[config.mk]
export PLATFORM = sky130hd
export DESIGN_NAME = baud_tick_gen
export DESIGN_NICKNAME = d
export VERILOG_FILES = /design/src/rtl/baud_pkg.sv /design/src/rtl/baud_cfg_regs.sv /design/src/rtl/baud_prescaler.sv /design/src/rtl/baud_dir_div.sv /design/src/rtl/baud_tick_gen.sv
export SDC_FILE = /design/constraint.sdc
export NUM_CORES = 1
export LEC_CHECK = 0
export BUFFER_PORTS_ARGS = -buffer_cell sky130_fd_sc_hd__buf_4
export CAP_MARGIN = 25
export CORE_MARGIN = 5
export CORE_UTILIZATION = 69
export CTS_CLUSTER_DIAMETER = 200
export CTS_CLUSTER_SIZE = 14
export DETAILED_ROUTE_END_ITERATION = 16
export PLACE_DENSITY = 0.87
export SLEW_MARGIN = 20
export SYNTH_ARGS = -nofsm -noshare
export SYNTH_HDL_FRONTEND = slang
export SYNTH_SLANG_ARGS = --single-unit
export TNS_END_PERCENT = 10
[constraint.sdc]
create_clock -name clk -period 5.9 [get_ports clk]
set_input_delay 0 -clock clk [delete_from_list [all_inputs] [get_ports clk]]
set_output_delay 0 -clock clk [all_outputs]
set_load 0.02 [all_outputs]
[src/rtl/baud_pkg.sv]
package baud_pkg;
    localparam int PRE_SEL_W  = 2;
    localparam int DIV_CODE_W = 3;
    localparam int FINE_W     = 8;
    localparam int MAX_DIV    = 1 << ((1 << DIV_CODE_W) - 1);
    localparam int MAX_FINE   = (1 << FINE_W) - 1;
    localparam int DIV_CNT_W  = $clog2(MAX_DIV * MAX_FINE);
    localparam int PRE_CNT_W  = 4;

    typedef enum logic [1:0] {
        SEL_RATE    = 2'd0,
        SEL_TX_FINE = 2'd1,
        SEL_RX_FINE = 2'd2,
        SEL_NONE    = 2'd3
    } cfg_sel_e;

    typedef enum logic {
        ST_IDLE = 1'b0,
        ST_RUN  = 1'b1
    } div_state_e;

    function automatic logic [PRE_CNT_W-1:0] pre_factor(input logic [PRE_SEL_W-1:0] code);
        logic [PRE_CNT_W-1:0] f;
        unique case (code)
            2'd0:    f = PRE_CNT_W'(1);
            2'd1:    f = PRE_CNT_W'(3);
            2'd2:    f = PRE_CNT_W'(4);
            default: f = PRE_CNT_W'(13);
        endcase
        return f;
    endfunction
endpackage

[src/rtl/baud_cfg_regs.sv]
module baud_cfg_regs
    import baud_pkg::*;
#(
    parameter int SEL_W   = PRE_SEL_W,
    parameter int CODE_W  = DIV_CODE_W,
    parameter int DATA_W  = FINE_W
) (
    input  logic                   clk,
    input  logic                   rst_n,
    input  logic                   cfg_wr,
    input  logic [1:0]             cfg_sel,
    input  logic [DATA_W-1:0]      cfg_data,
    output logic [SEL_W-1:0]       pre_sel,
    output logic [1:0][CODE_W-1:0] dir_code,
    output logic [1:0][DATA_W-1:0] dir_fine,
    output logic                   pre_reload,
    output logic [1:0]             dir_reload,
    output logic                   start
);
    localparam int TX_LSB  = CODE_W;
    localparam int PRE_LSB = 2 * CODE_W;

    cfg_sel_e sel;
    logic     wr_rate;
    logic     wr_tx;
    logic     wr_rx;

    always_comb begin
        sel        = cfg_sel_e'(cfg_sel);
        wr_rate    = cfg_wr && (sel == SEL_RATE);
        wr_tx      = cfg_wr && (sel == SEL_TX_FINE);
        wr_rx      = cfg_wr && (sel == SEL_RX_FINE);
        pre_reload = wr_rate || wr_tx || wr_rx;
        dir_reload = {wr_rate || wr_rx, wr_rate || wr_tx};
        start      = wr_rate;
    end

    // Prescaler code and fine values have a defined reset value
    always_ff @(posedge clk) begin
        if (!rst_n) begin
            pre_sel  <= '0;
            dir_fine <= '0;
        end else begin
            if (wr_rate) pre_sel     <= cfg_data[PRE_LSB +: SEL_W];
            if (wr_tx)   dir_fine[0] <= cfg_data;
            if (wr_rx)   dir_fine[1] <= cfg_data;
        end
    end

    // Divisor codes carry no reset value; the dividers stay idle until written
    always_ff @(posedge clk) begin
        if (wr_rate) begin
            dir_code[0] <= cfg_data[TX_LSB +: CODE_W];
            dir_code[1] <= cfg_data[0 +: CODE_W];
        end
    end
endmodule

[src/rtl/baud_prescaler.sv]
module baud_prescaler
    import baud_pkg::*;
#(
    parameter int SEL_W = PRE_SEL_W,
    parameter int CNT_W = PRE_CNT_W
) (
    input  logic             clk,
    input  logic             rst_n,
    input  logic             reload,
    input  logic [SEL_W-1:0] sel,
    output logic             pre_en
);
    logic [CNT_W-1:0] pcnt;
    logic [CNT_W-1:0] last;

    always_comb begin
        last   = pre_factor(sel) - CNT_W'(1);
        pre_en = (pcnt == last);
    end

    always_ff @(posedge clk) begin
        if (!rst_n)      pcnt <= '0;
        else if (reload) pcnt <= '0;
        else if (pre_en) pcnt <= '0;
        else             pcnt <= pcnt + CNT_W'(1);
    end
endmodule

[src/rtl/baud_dir_div.sv]
module baud_dir_div
    import baud_pkg::*;
#(
    parameter int CODE_W = DIV_CODE_W,
    parameter int MUL_W  = FINE_W,
    parameter int CNT_W  = DIV_CNT_W
) (
    input  logic              clk,
    input  logic              rst_n,
    input  logic              start,
    input  logic              reload,
    input  logic              pre_en,
    input  logic [CODE_W-1:0] code,
    input  logic [MUL_W-1:0]  fine,
    output logic              tick
);
    div_state_e       state;
    div_state_e       state_nx;
    logic [CNT_W-1:0] cnt;
    logic [CNT_W-1:0] mult;
    logic [CNT_W-1:0] last;
    logic             at_last;

    always_comb begin
        mult    = (fine == '0) ? CNT_W'(1) : CNT_W'(fine);
        last    = (mult << code) - CNT_W'(1);
        at_last = (cnt == last);
    end

    // State register
    always_ff @(posedge clk) begin
        if (!rst_n) state <= ST_IDLE;
        else        state <= state_nx;
    end

    // Transitions: start leaves idle; count and reload keep running
    always_comb begin
        state_nx = state;
        unique case (state)
            ST_IDLE: if (start) state_nx = ST_RUN;
            ST_RUN:  state_nx = ST_RUN;
        endcase
    end

    always_ff @(posedge clk) begin
        if (!rst_n)                          cnt <= '0;
        else if (state == ST_IDLE || reload) cnt <= '0;
        else if (pre_en)                     cnt <= at_last ? '0 : cnt + CNT_W'(1);
    end

    // Outputs
    always_comb begin
        tick = 1'b0;
        unique case (state)
            ST_IDLE: tick = 1'b0;
            ST_RUN:  tick = pre_en && at_last;
        endcase
    end
endmodule

[src/rtl/baud_tick_gen.sv]
module baud_tick_gen
    import baud_pkg::*;
#(
    parameter int SEL_W  = PRE_SEL_W,
    parameter int CODE_W = DIV_CODE_W,
    parameter int DATA_W = FINE_W,
    parameter int PCNT_W = PRE_CNT_W,
    parameter int DCNT_W = DIV_CNT_W
) (
    input  logic              clk,
    input  logic              rst_n,
    input  logic              cfg_wr,
    input  logic [1:0]        cfg_sel,
    input  logic [DATA_W-1:0] cfg_data,
    output logic              tx_tick,
    output logic              rx_tick
);
    localparam int N_DIR = 2;

    logic [SEL_W-1:0]             pre_sel;
    logic [N_DIR-1:0][CODE_W-1:0] dir_code;
    logic [N_DIR-1:0][DATA_W-1:0] dir_fine;
    logic                         pre_reload;
    logic [N_DIR-1:0]             dir_reload;
    logic                         start;
    logic                         pre_en;
    logic [N_DIR-1:0]             ticks;

    baud_cfg_regs #(.SEL_W(SEL_W), .CODE_W(CODE_W), .DATA_W(DATA_W)) u_regs (
        .clk        (clk),
        .rst_n      (rst_n),
        .cfg_wr     (cfg_wr),
        .cfg_sel    (cfg_sel),
        .cfg_data   (cfg_data),
        .pre_sel    (pre_sel),
        .dir_code   (dir_code),
        .dir_fine   (dir_fine),
        .pre_reload (pre_reload),
        .dir_reload (dir_reload),
        .start      (start)
    );

    baud_prescaler #(.SEL_W(SEL_W), .CNT_W(PCNT_W)) u_pre (
        .clk    (clk),
        .rst_n  (rst_n),
        .reload (pre_reload),
        .sel    (pre_sel),
        .pre_en (pre_en)
    );

    for (genvar d = 0; d < N_DIR; d++) begin : g_dir
        baud_dir_div #(.CODE_W(CODE_W), .MUL_W(DATA_W), .CNT_W(DCNT_W)) u_div (
            .clk    (clk),
            .rst_n  (rst_n),
            .start  (start),
            .reload (dir_reload[d]),
            .pre_en (pre_en),
            .code   (dir_code[d]),
            .fine   (dir_fine[d]),
            .tick   (ticks[d])
        );
    end

    assign tx_tick = ticks[0];
    assign rx_tick = ticks[1];
endmodule

[Word-level counts from Yosys, hierarchy flattened]
Index checks and enable logic that the tools add are counted.
Storage, ports and cells
  bits in registers: 60
  latch bits: 0
  RAM bits: 0
  ROM bits: 0
  bits of input ports: 13
  word-level logic and storage cells: 55
  memories: 0
Cells by class
  add/sub/neg operators: 6
  multipliers: 0
  div/mod/pow operators: 0
  order comparisons: 0
  equality and inequality tests: 7
  shifts and indexed selects: 2
  muxes and demuxes: 10
  bitwise gates (word level): 3
  reduce and logical (&&, ||, !) cells: 17
Operators with widths (count)
  $add A15 B1 Y15 const B: 2
  $eq A15 B15 Y1: 2
  $mux W15: 2
  $shl A15 B3 Y15: 2
  $sub A15 B1 Y15 const B: 2
  $logic_not A8 Y1: 2
  $mux W8: 2
  $pmux W4 S3: 1
  $pmux W1 S2: 4
  $logic_and A1 B1 Y1: 5
  $logic_or A1 B1 Y1: 5
  $add A4 B1 Y4 const B: 1
  $eq A2 B1 Y1 const B: 2
  $eq A2 B2 Y1 const B: 2
  $eq A4 B4 Y1: 1
  $logic_not A2 Y1: 2
  $reduce_or A2 Y1: 2
  $sub A4 B1 Y4 const B: 1
  $not A1 Y1: 3
  $reduce_or A3 Y1: 1
  $mux W1: 1

[Longest topological paths before layout]
Gate-level depths: netlist of run 1.
  depth after elaboration: 7
  gate-level depth with buffers: 16
  mapped depth without buffers: 12

[Cells and area by module]
From an unflattened synthesis of run 1, not the netlist that was laid out.
Unflattened totals
  cells, all modules: 605
  area total of the unflattened synthesis: 5230.0 um2
By module, submodules not included
  baud_dir_div: times used 2, cells an instance 249, area each 2037.0 um2
  baud_cfg_regs: times used 1, cells an instance 79, area each 898.4 um2
  baud_prescaler: times used 1, cells an instance 28, area each 257.7 um2

[Worst setup path after synthesis of run 1]
No wires, ideal clock.
  kind: register to register
  start point: reg u_regs.dir_code[4] (netlist bit)
  end point: reg g_dir[1].u_div.cnt[14]
  arrival time: 3264 ps
  data required time: 5760 ps
  slack: 2496 ps
  cell stages (with the launch flop): 17
  path buffers: 5
  period minus slack after synthesis: 3404 ps
  cells stage by stage: edfxtp_1 > buf_4 > buf_4 > clkbuf_1 > nor2_1 > nand3_1 > ha_1 > clkbuf_1 > nor2b_1 > o2111ai_1 > a2111oi_2 > xnor2_1 > o2111ai_1 > nand4bb_1 > nor3_2 > buf_6 > nor3_1
Between the ends
  cells in the longest elaborated chain, start to end: 4
RTL lines
  from (decl): line baud_cfg_regs.sv:14  | output logic [1:0][CODE_W-1:0] dir_code,
  $shl A15 B3 Y15: line baud_dir_div.sv:26  | last = (mult << code) - CNT_W'(1);
  $sub A15 B1 Y15: line baud_dir_div.sv:26
  $eq A15 B15 Y1: line baud_dir_div.sv:27  | at_last = (cnt == last);
  $mux W15: line baud_dir_div.sv:48  | else if (pre_en) cnt <= at_last ? '0 : cnt + CNT_W'(1);
  to (signal assigned): line baud_dir_div.sv:48
  to (decl): line baud_dir_div.sv:19  | logic [CNT_W-1:0] cnt;
No other way between the ends.
A chain may end at the register's enable or synchronous reset.

[Final worst setup path of run 1]
  start point: reg u_regs.dir_code[3] (netlist bit)
  end point: out rx_tick
Between the ends
  cells in the longest elaborated chain, start to end: 5
RTL lines
  $shl A15 B3 Y15: line baud_dir_div.sv:26
  $sub A15 B1 Y15: line baud_dir_div.sv:26
  $eq A15 B15 Y1: line baud_dir_div.sv:27
  $logic_and A1 B1 Y1: line baud_dir_div.sv:56  | ST_RUN: tick = pre_en && at_last;
  $pmux W1 S2: line baud_dir_div.sv:54  | unique case (state)
  to (decl): line baud_tick_gen.sv:16  | output logic rx_tick
No other way between the ends.

==> flow_summary.toml, run 1 <==
[clocking]
clock_sinks = 60
cts_buffers = 9
ctsResizeCount = 0
path_clk_slew_ns = 0.07
clk_latency_ns = 0.35
htreeDepth = 3
clock-root-buffer = "clkbuf_8"
cts_max_path_buffers = 2
cts_setup_buffers = 0
cts_hold_buffers = 8
cts_tree = "yes"

[cells_and_area]
syn2layout_area_growth_pct = 6.343
fillers = 548
nets = 623
antenna_cells = 0
layout-drive-gt1-share = 0.1579

[setup_path]
cp.arrival_ns = 4.23
critPathBufInv = 1
cpPeakStageDelay_ns = 0.91
critPathLaunchType = "flip-flop"
cp_top_family = "compound AO/OA/AOI/OAI gates"
end_kind = "output port"
path_cells = "nor2b_1 > a221oi_2 > or3_1 > ha_1 > nor2b_1 > o2111ai_1 > a211oi_2 > and3_1 > o211ai_1 > a32oi_1 > nor3_1 > and3_1 > buf_4"
cp.required_ns = 5.90
path_class = "flip-flop to output port"
critPathSlowestCell = "edfxtp_1"
worst-path-max-fanout = 24

[synthesis]
synth-seq-cells = 60
ys_types = 88
synth_top_cell_by_area = "dfxtp_1"
synthMostInstantiatedCell = "dfxtp_1"
syn_area_um2 = 5306
ys_warn_count = 0
ys_top_cells_by_area = "dfxtp_1, xnor2_1, mux2i_1, xor2_1, nor3_2"
ys_async_sr_fraction = 0
ys_seq_area_frac = 0.2377
synth.avg_cell_area_um2 = 8.742
synth_common_cells = "dfxtp_1, nand2_1, xnor2_1"
synth_flop_cell = "dfxtp_1"
synth_top_area_share = 0.2037
syn_nets = 627
synth_cells = 607
synth-edff-count = 6

[sta]
finalCriticalPeriod_ns = 4.232
max_freq_mhz = 236.3
worst_slew_pin_slew_ns = 1.012
slew-limit-headroom = 0.3252
drv_slew = 0
hold_viol = 0
min_period_over_period = 0.7173
holdWs_ns = 0.005459
grt_setup_unrepaired = "no"
tns_ns = 0
setup_viol = 0
fin_skew_ns = 0.009969

[die]
core_area_um2 = 7607
die_y_um = 97.70
rows = 32
io_pins = 15
initial_utilization = 0.6975
fp.dieW_um = 97.70
die-area_um2 = 9544

[power_and_ir_drop]
swShare = 0.3136
p_leak_nw = 1.996
p_per_area_nw_per_um2 = 188.2
peakVddDrop_v = 0.0001092
finalPower_mw = 1.062
p_sw_mw = 0.3331
internal_power_mw = 0.7290
power_frac_comb = 0.223
p_seq_frac = 0.419
p_clk_frac = 0.358

[grt]
grt_max_degree = 31
overflow = 0
grt_usage = 0.2710
grt_pass1_wl_um = 21590
antenna_found_initial = 0
grt_pass1_vias = 4562

[drt]
num_vias = 4698
drt-wirelength-per-cell_um = 17.90
drt_iter0_markers = 292
viasPerCell = 6.617
drtAntennaViolNets = 0
drt_first_pass_iters = 5
totalWireLength_um = 12710
route.detailed.drc = 0

[run]
drv_cap = 0

[placement]
gp_congestion = 0.9352
io_buffers = 14
post-dp-hpwl_um = 9139

[outcome]
status = "complete, no violations"

[worst_hold_path]
hold_class = "input pin to flip-flop"
==> final timing paths <==
path	startpoint	end	slack [ns]	cells after the start
worst max-delay path	u_regs.dir_code[3]	rx_tick	1.67	13
worst min-delay path	rst_n	g_dir[0].u_div.state	0.005	2
worst max register to register	u_regs.dir_code[3]	g_dir[1].u_div.cnt[4]	1.75	12
worst min register to register	u_pre.pcnt[0]	u_pre.pcnt[0]	0.49	1
==> cell usage in the layout, fill, tap and decap left out, types with 4 or more instances in the layout <==
cell,Yosys,final
o21a_1,7,7
nor3_1,23,23
or3_1,6,6
nor4_1,6,6
nor2_1,32,32
and2_1,6,6
and3_1,14,14
a21o_1,6,6
mux4_2,9,9
nor2b_1,25,25
edfxtp_1,6,6
nand4_1,14,14
a211oi_1,7,6
nor3_2,21,20
dfxtp_1,54,54
ha_1,7,7
mux2_2,4,4
clkbuf_8,0,10
nand3b_1,4,4
nand2b_1,9,9
o2111ai_1,5,5
nand3_1,17,17
a31oi_1,5,5
a211oi_2,5,6
xor2_1,27,27
o21ai_1,4,4
a21oi_1,14,14
inv_1,18,18
o22ai_1,5,5
xnor2_1,38,38
dlygate4sd3_1,0,8
buf_4,5,15
o21ai_0,18,18
mux2i_1,31,31
nand2_1,40,40
==> kinds of logic after synthesis <==
logic type,synth area share
muxes,0.1134
AOI/OAI and AO/OA,0.1945
xor gates and xnor gates,0.1073
DFF,0.2377
and+or+nand+nor,0.2752
buffers and inverters,0.05541
adders and majority gates,0.01650
==> metal layers <==
layer	routed length, um	global-route usage
met3	712	0.05743
met2	6293	0.4613
met5	0	0
met4	510	0.1225
met1	5190	0.3264
==> power groups by stage <==
| stage | sequential (mW) | clock, mW | combinational (mW) |
|---|---|---|---|
| 2_1_floorplan | 0.436 | 0 | 0.195 |
| 3_3_place_gp | 0.454 | 0 | 0.216 |
| 3_5_place_dp | 0.455 | 0 | 0.221 |
| 4_1_cts | 0.446 | 0.379 | 0.228 |
| 5_1_grt | 0.447 | 0.403 | 0.257 |
| 6_report | 0.445 | 0.380 | 0.237 |
==> area by class of cell <==
cell class              instances  area [um2]  area share
flip-flops and latches         60        1261      0.2235
clock buffers                  10       137.6     0.02439
repair buffers                 24       220.2     0.03902
clock inverters                 6       62.56     0.01109
well taps                     102       127.6     0.02262
multi-input cells             489        3762      0.6667
inverters                      19       71.32     0.01264
==> state kept, by name, indices dropped and copies added, names as in the netlist <==
signal	cells
g_dir.u_div.cnt	30
u_regs.dir_fine	16
u_regs.dir_code	6
u_pre.pcnt	4
g_dir.u_div.state	2
u_regs.pre_sel	2
==> per-stage QoR <==
step           setup slack (ns)  area [um2]    util  instances
2_1_floorplan             2.496        5306       -        607
3_3_place_gp              1.700        5329  0.7005        685
3_5_place_dp              1.447        5329  0.7005        685
4_1_cts                   1.447        5609  0.7373        709
5_1_grt                   1.290        5643  0.7418        710
6_report                  1.668        5643  0.7418        710
No activity file was read; power rests on OpenSTA's default activity.
==> run 2, diff against run 1 <==
CORE_UTILIZATION = 58   (was 69)
PLACE_DENSITY = 0.78   (was 0.87)
clock period = 3.47 ns   (was 5.9 ns; I/O delays follow)
==> flow_summary.toml, run 2 (synthesized netlist as in run 1, its figures left out) <==
[outcome]
status = "complete, no violations"

[cells_and_area]
fin_cells = 745
final_cell_mix = "dfxtp_1, nand2_1, xnor2_1"
fillers = 703
register_area_um2 = 1269
multi_input_area_um2 = 3911
top_register = "g_dir.u_div.cnt"
reg_top3 = "g_dir.u_div.cnt: 30 flops, u_regs.dir_fine: 16 flops, u_regs.dir_code: 6 flops"
nets = 649
syn2layout_area_growth_pct = 13.51
layout-drive-gt1-share = 0.2271
layout_commonest_cell = "dfxtp_1"
antenna_cells = 0
largest_reg_flops = 30
final_area_um2 = 6023

[setup_path]
critPathSlowestCell = "mux4_2"
cpMostUsedCell = "buf_4"
cp.required_ns = 3.47
path_class = "flip-flop to output port"
r2r-start = "u_regs.dir_code[3]"
cpPeakStageDelay_ns = 0.55
r2r_cells = 12
end_kind = "output port"
cp.arrival_ns = 3.38
r2r-end = "g_dir[1].u_div.cnt[4]"
path_cells = "buf_4 > mux4_2 > and2_1 > o21bai_1 > a2111oi_4 > xnor2_2 > o2111a_1 > nand3_1 > nor3_2 > and3_1 > buf_4"
critPathLaunchType = "flip-flop"
r2r_setup_slack_ns = 0.12
worst-path-max-fanout = 17

[sta]
hold_viol = 0
fin_skew_ns = 0.01229
fin_ws_ns = 0.08795
holdWs_ns = 0.02874
setup_viol = 0
min_period_over_period = 0.9747
grt_setup_unrepaired = "yes"
drv_slew = 0
max_freq_mhz = 295.7
tns_ns = 0
finalCriticalPeriod_ns = 3.382
slew-limit-headroom = 0.4283
worst_slew_pin_slew_ns = 0.8544

[grt]
grt_pass1_vias = 4692
overflow = 0
antenna_found_initial = 0
grt_pass1_wl_um = 22440
grt_max_degree = 29
grt_usage = 0.2423

[clocking]
htreeDepth = 3
path_clk_slew_ns = 0.08
cts_max_path_buffers = 2
cts_buffers = 9
clock_sinks = 60
clk_latency_ns = 0.35
cts_tree = "yes"
clock-root-buffer = "clkbuf_8"

[die]
die-area_um2 = 11160
io_pins = 15
rows = 35
initial_utilization = 0.5854
core_area_um2 = 9065
fp.dieW_um = 105.7
die_y_um = 105.7

[worst_hold_path]
hold_class = "input pin to flip-flop"
min_to = "u_regs.pre_sel[1]"
min-delay-start = "cfg_sel[0]"
holdPathStages = 3

[placement]
io_buffers = 14
place_area_um2 = 5563
place_inst = 717
gp_congestion = 0.9171
dp_slack_ns = 0.1265
post-dp-hpwl_um = 9616

[drt]
drt-wirelength-per-cell_um = 18.10
route.detailed.drc = 0
drt_first_pass_iters = 5
totalWireLength_um = 13490
viasPerCell = 6.479
num_vias = 4827
drtAntennaViolNets = 0
drt_iter0_markers = 341

[run]
drv_cap = 0

[power_and_ir_drop]
peakVddDrop_v = 0.0001732
p_per_area_nw_per_um2 = 300.4
p_leak_nw = 2.165
## run 2: how the worst max path moves through the flow
stage / start / end / slack, ns / depth (start not counted)
after floorplan: u_regs.dir_code[4] / g_dir[1].u_div.cnt[14] / 0.07 / 16
after global placement: u_regs.dir_fine[13] / g_dir[1].u_div.cnt[2] / 0.23 / 13
after detailed placement: u_regs.dir_fine[13] / g_dir[1].u_div.cnt[4] / 0.13 / 13
after CTS: u_regs.dir_code[3] / rx_tick / 0.005 / 13
after global routing: u_regs.dir_fine[2] / tx_tick / -0.08 / 12
final: u_regs.dir_code[3] / rx_tick / 0.09 / 11
## run 2: layer usage
metal  global-route usage  part of all wire  up-vias
li1                     -                 -     2306
met1               0.2977              0.43     2334
met2               0.4212              0.50      152
met3              0.03858             0.041       35
met4              0.09806             0.028        0
met5                    0                 0        -
## run 2: worst max-delay path: cells and delay by family (launching register included)
family	cells	cell delay, ns
mux	1	0.55
flops	1	0.42
compound gates	3	0.87
buf+inv	2	0.39
simple gates	4	0.65
xor+xnor	1	0.16
## run 2: final cells by class
| type | instances | share of cell area |
|---|---|---|
| Inverter | 19 | 0.01184 |
| Clock inverter | 7 | 0.009555 |
| Timing Repair Buffer | 50 | 0.07499 |
| Sequential cell | 60 | 0.2106 |
| Clock buffer | 9 | 0.02057 |
| Tap cell | 111 | 0.02306 |
| Multi-Input combinational cell | 489 | 0.6494 |
## run 2: power by group
group / internal [mW] / switching [mW]
clock network: 0.270 / 0.324
logic: 0.209 / 0.271
registers: 0.713 / 0.0221
total: 1.19 / 0.617
## run 2: per-stage QoR
stage               power [mW]  utilization
global placement         1.164       0.6137
finish                   1.809       0.6645
global route             1.892       0.6645
floorplan                1.072            -
CTS                      1.790       0.6497
detailed placement       1.175       0.6137
## run 2: timing repair
action | CTS | global route
pin swaps | 4 | 7
resized for setup | 6 | 27
hold endpoints to repair | 26 | 0
setup endpoints to repair | 1 | 22
setup buffers | 2 | 1
hold buffers | 9 | 0
==> run 3, diff against run 2 <==
CELL_PAD_IN_SITES_DETAIL_PLACEMENT = 2   (was not set)
CELL_PAD_IN_SITES_GLOBAL_PLACEMENT = 2   (was not set)
CORE_UTILIZATION = 36   (was 58)
PLACE_DENSITY = 0.77   (was 0.78)
==> flow_summary.toml, run 3 (synthesized netlist as in run 1, its figures left out) <==
[placement]
gp_congestion = 0.8425
io_buffers = 14
dp_slack_ns = -0.005036
post-dp-hpwl_um = 12920

[setup_path]
path_class = "flip-flop to output port"
cpPeakStageDelay_ns = 0.51
r2r-start = "u_regs.dir_code[3]"
critPathLaunchType = "flip-flop"
cp.arrival_ns = 3.74
r2r_cells = 14
r2r_setup_slack_ns = -0.22
end_kind = "output port"
cp.required_ns = 3.47
critPathSlowestCell = "edfxtp_1"
r2r-end = "g_dir[1].u_div.cnt[3]"
worst-path-max-fanout = 7
path_cells = "buf_12 > a221oi_4 > or3_4 > ha_4 > nor2b_4 > o2111ai_4 > a2111oi_4 > xnor2_1 > o2111a_1 > nand3_2 > nor3_2 > and3_4 > buf_6"

[drt]
drt_iter0_markers = 266
viasPerCell = 6.171
drt_first_pass_iters = 5
num_vias = 5128
route.detailed.drc = 0
drtAntennaViolNets = 0
totalWireLength_um = 20030
drt-wirelength-per-cell_um = 24.11

[cells_and_area]
nets = 662
reg_top3 = "g_dir.u_div.cnt: 30 flops, u_regs.dir_fine: 16 flops, u_regs.dir_code: 6 flops"
final_cell_mix = "dfxtp_1, buf_4, nand2_1"
top_register = "g_dir.u_div.cnt"
register_area_um2 = 1264
largest_reg_flops = 30
layout-drive-gt1-share = 0.2442
antenna_cells = 0
multi_input_area_um2 = 3936
layout_commonest_cell = "dfxtp_1"
syn2layout_area_growth_pct = 20.37
fillers = 1571

[die]
initial_utilization = 0.3665
fp.dieW_um = 131.4
die-area_um2 = 17270
die_y_um = 131.4
core_area_um2 = 14480
rows = 44
io_pins = 15

[sta]
setup_viol = 16
fin_ws_ns = -0.2695
hold_viol = 0
max_freq_mhz = 267.4
slew-limit-headroom = 0.4291
worst_slew_pin_slew_ns = 0.8539
min_period_over_period = 1.078
drv_slew = 0
finalCriticalPeriod_ns = 3.740
grt_setup_unrepaired = "yes"
fin_skew_ns = 0.004956

[clocking]
clk_latency_ns = 0.35
cts_tree = "yes"
clock-root-buffer = "clkbuf_16"
htreeDepth = 3
clock_sinks = 60
cts_max_path_buffers = 2
cts_buffers = 9
path_clk_slew_ns = 0.05

[grt]
grt_pass1_vias = 5603
grt_usage = 0.2194
grt_max_degree = 30
antenna_found_initial = 0
overflow = 0
grt_pass1_wl_um = 30950

[power_and_ir_drop]
p_per_area_nw_per_um2 = 343.2
peakVddDrop_v = 0.0002373
p_leak_nw = 2.296
finalPower_mw = 2.192

[worst_hold_path]
min_to = "g_dir[0].u_div.state"
hold_class = "input pin to flip-flop"
holdPathStages = 2
min-delay-start = "rst_n"

[run]
drv_cap = 0

[outcome]
violations = "setup timing"
status = "finished with violations"
==> run 3: changes by cell type in the layout (fill, tap and decap cells not counted), moves of 3 or more <==
cell / previous run / this run
clkinv_2: 1 / 4
clkbuf_8: 9 / 2
buf_4: 36 / 47
clkbuf_16: 0 / 10
==> run 3: how the worst max path moves through the flow <==
stage                        startpoint                     end  slack, ns  depth (start not counted)
global route         u_regs.dir_code[3]                 rx_tick      -0.35                         13
global placement    u_regs.dir_fine[12]   g_dir[1].u_div.cnt[0]       0.21                         13
detailed placement   u_regs.dir_code[3]   g_dir[1].u_div.cnt[0]     -0.005                         13
finish               u_regs.dir_code[3]                 rx_tick      -0.27                         13
CTS                  u_regs.dir_code[3]                 rx_tick      0.001                         13
floorplan            u_regs.dir_code[4]  g_dir[1].u_div.cnt[14]       0.07                         16
==> run 3: cell type report <==
| class | instances | share of cell area |
|---|---|---|
| clock inverters | 4 | 0.003134 |
| multi-input cells | 489 | 0.6163 |
| repair buffers | 63 | 0.09207 |
| flip-flops and latches | 60 | 0.1978 |
| well taps | 184 | 0.03604 |
| clock buffers | 12 | 0.04349 |
| inverters | 19 | 0.01117 |
==> run 3: through the flow <==
| stage | cells | utilization | instance area, um2 | hold slack [ns] | TNS, ns |
|---|---|---|---|---|---|
| 3_5_place_dp | 792 | 0.3915 | 5669 | 0.2089 | -0.01030 |
| 5_1_grt | 831 | 0.4412 | 6387 | 0.02981 | -5.056 |
| 4_1_cts | 824 | 0.4269 | 6181 | 0.002290 | 0 |
| 2_1_floorplan | 607 | - | 5306 | 0.09887 | 0 |
| 3_3_place_gp | 792 | 0.3915 | 5669 | 0.2097 | 0 |
| 6_report | 831 | 0.4412 | 6387 | 0.00003830 | -3.283 |
==> run 3: worst max-delay path: cells and delay by family, from the launching register on <==
family	cells	cell delay (ns)
compound gates	4	1.28
simple gates	5	0.90
flops	1	0.51
buf+inv	2	0.33
xor+xnor	1	0.20
fa+ha+maj	1	0.16
==> run 3: timing repair <==
action                                 4_1_cts  5_1_grt
setup buffers                                7        6
gates resized for setup                     11       24
cloned                                       1        0
endpoints found under the hold margin       22        0
hold buffers                                 8        0
setup endpoints to repair                   16       32
pin swaps                                   10       10
==> run 3: layer usage <==
layer  vias up  track usage  share of wire
met5         -            0              0
met4         0      0.09771          0.038
met3        51      0.04090          0.027
met2       107       0.3891           0.51
met1      2631       0.2565           0.42
li1       2339            -              -
==> run 3: where the power goes <==
part	switching, mW	leakage [nW]	total [mW]	internal (mW)
clock network	0.337	0.153	0.897	0.560
registers	0.0248	0.493	0.739	0.715
logic	0.322	1.65	0.556	0.234
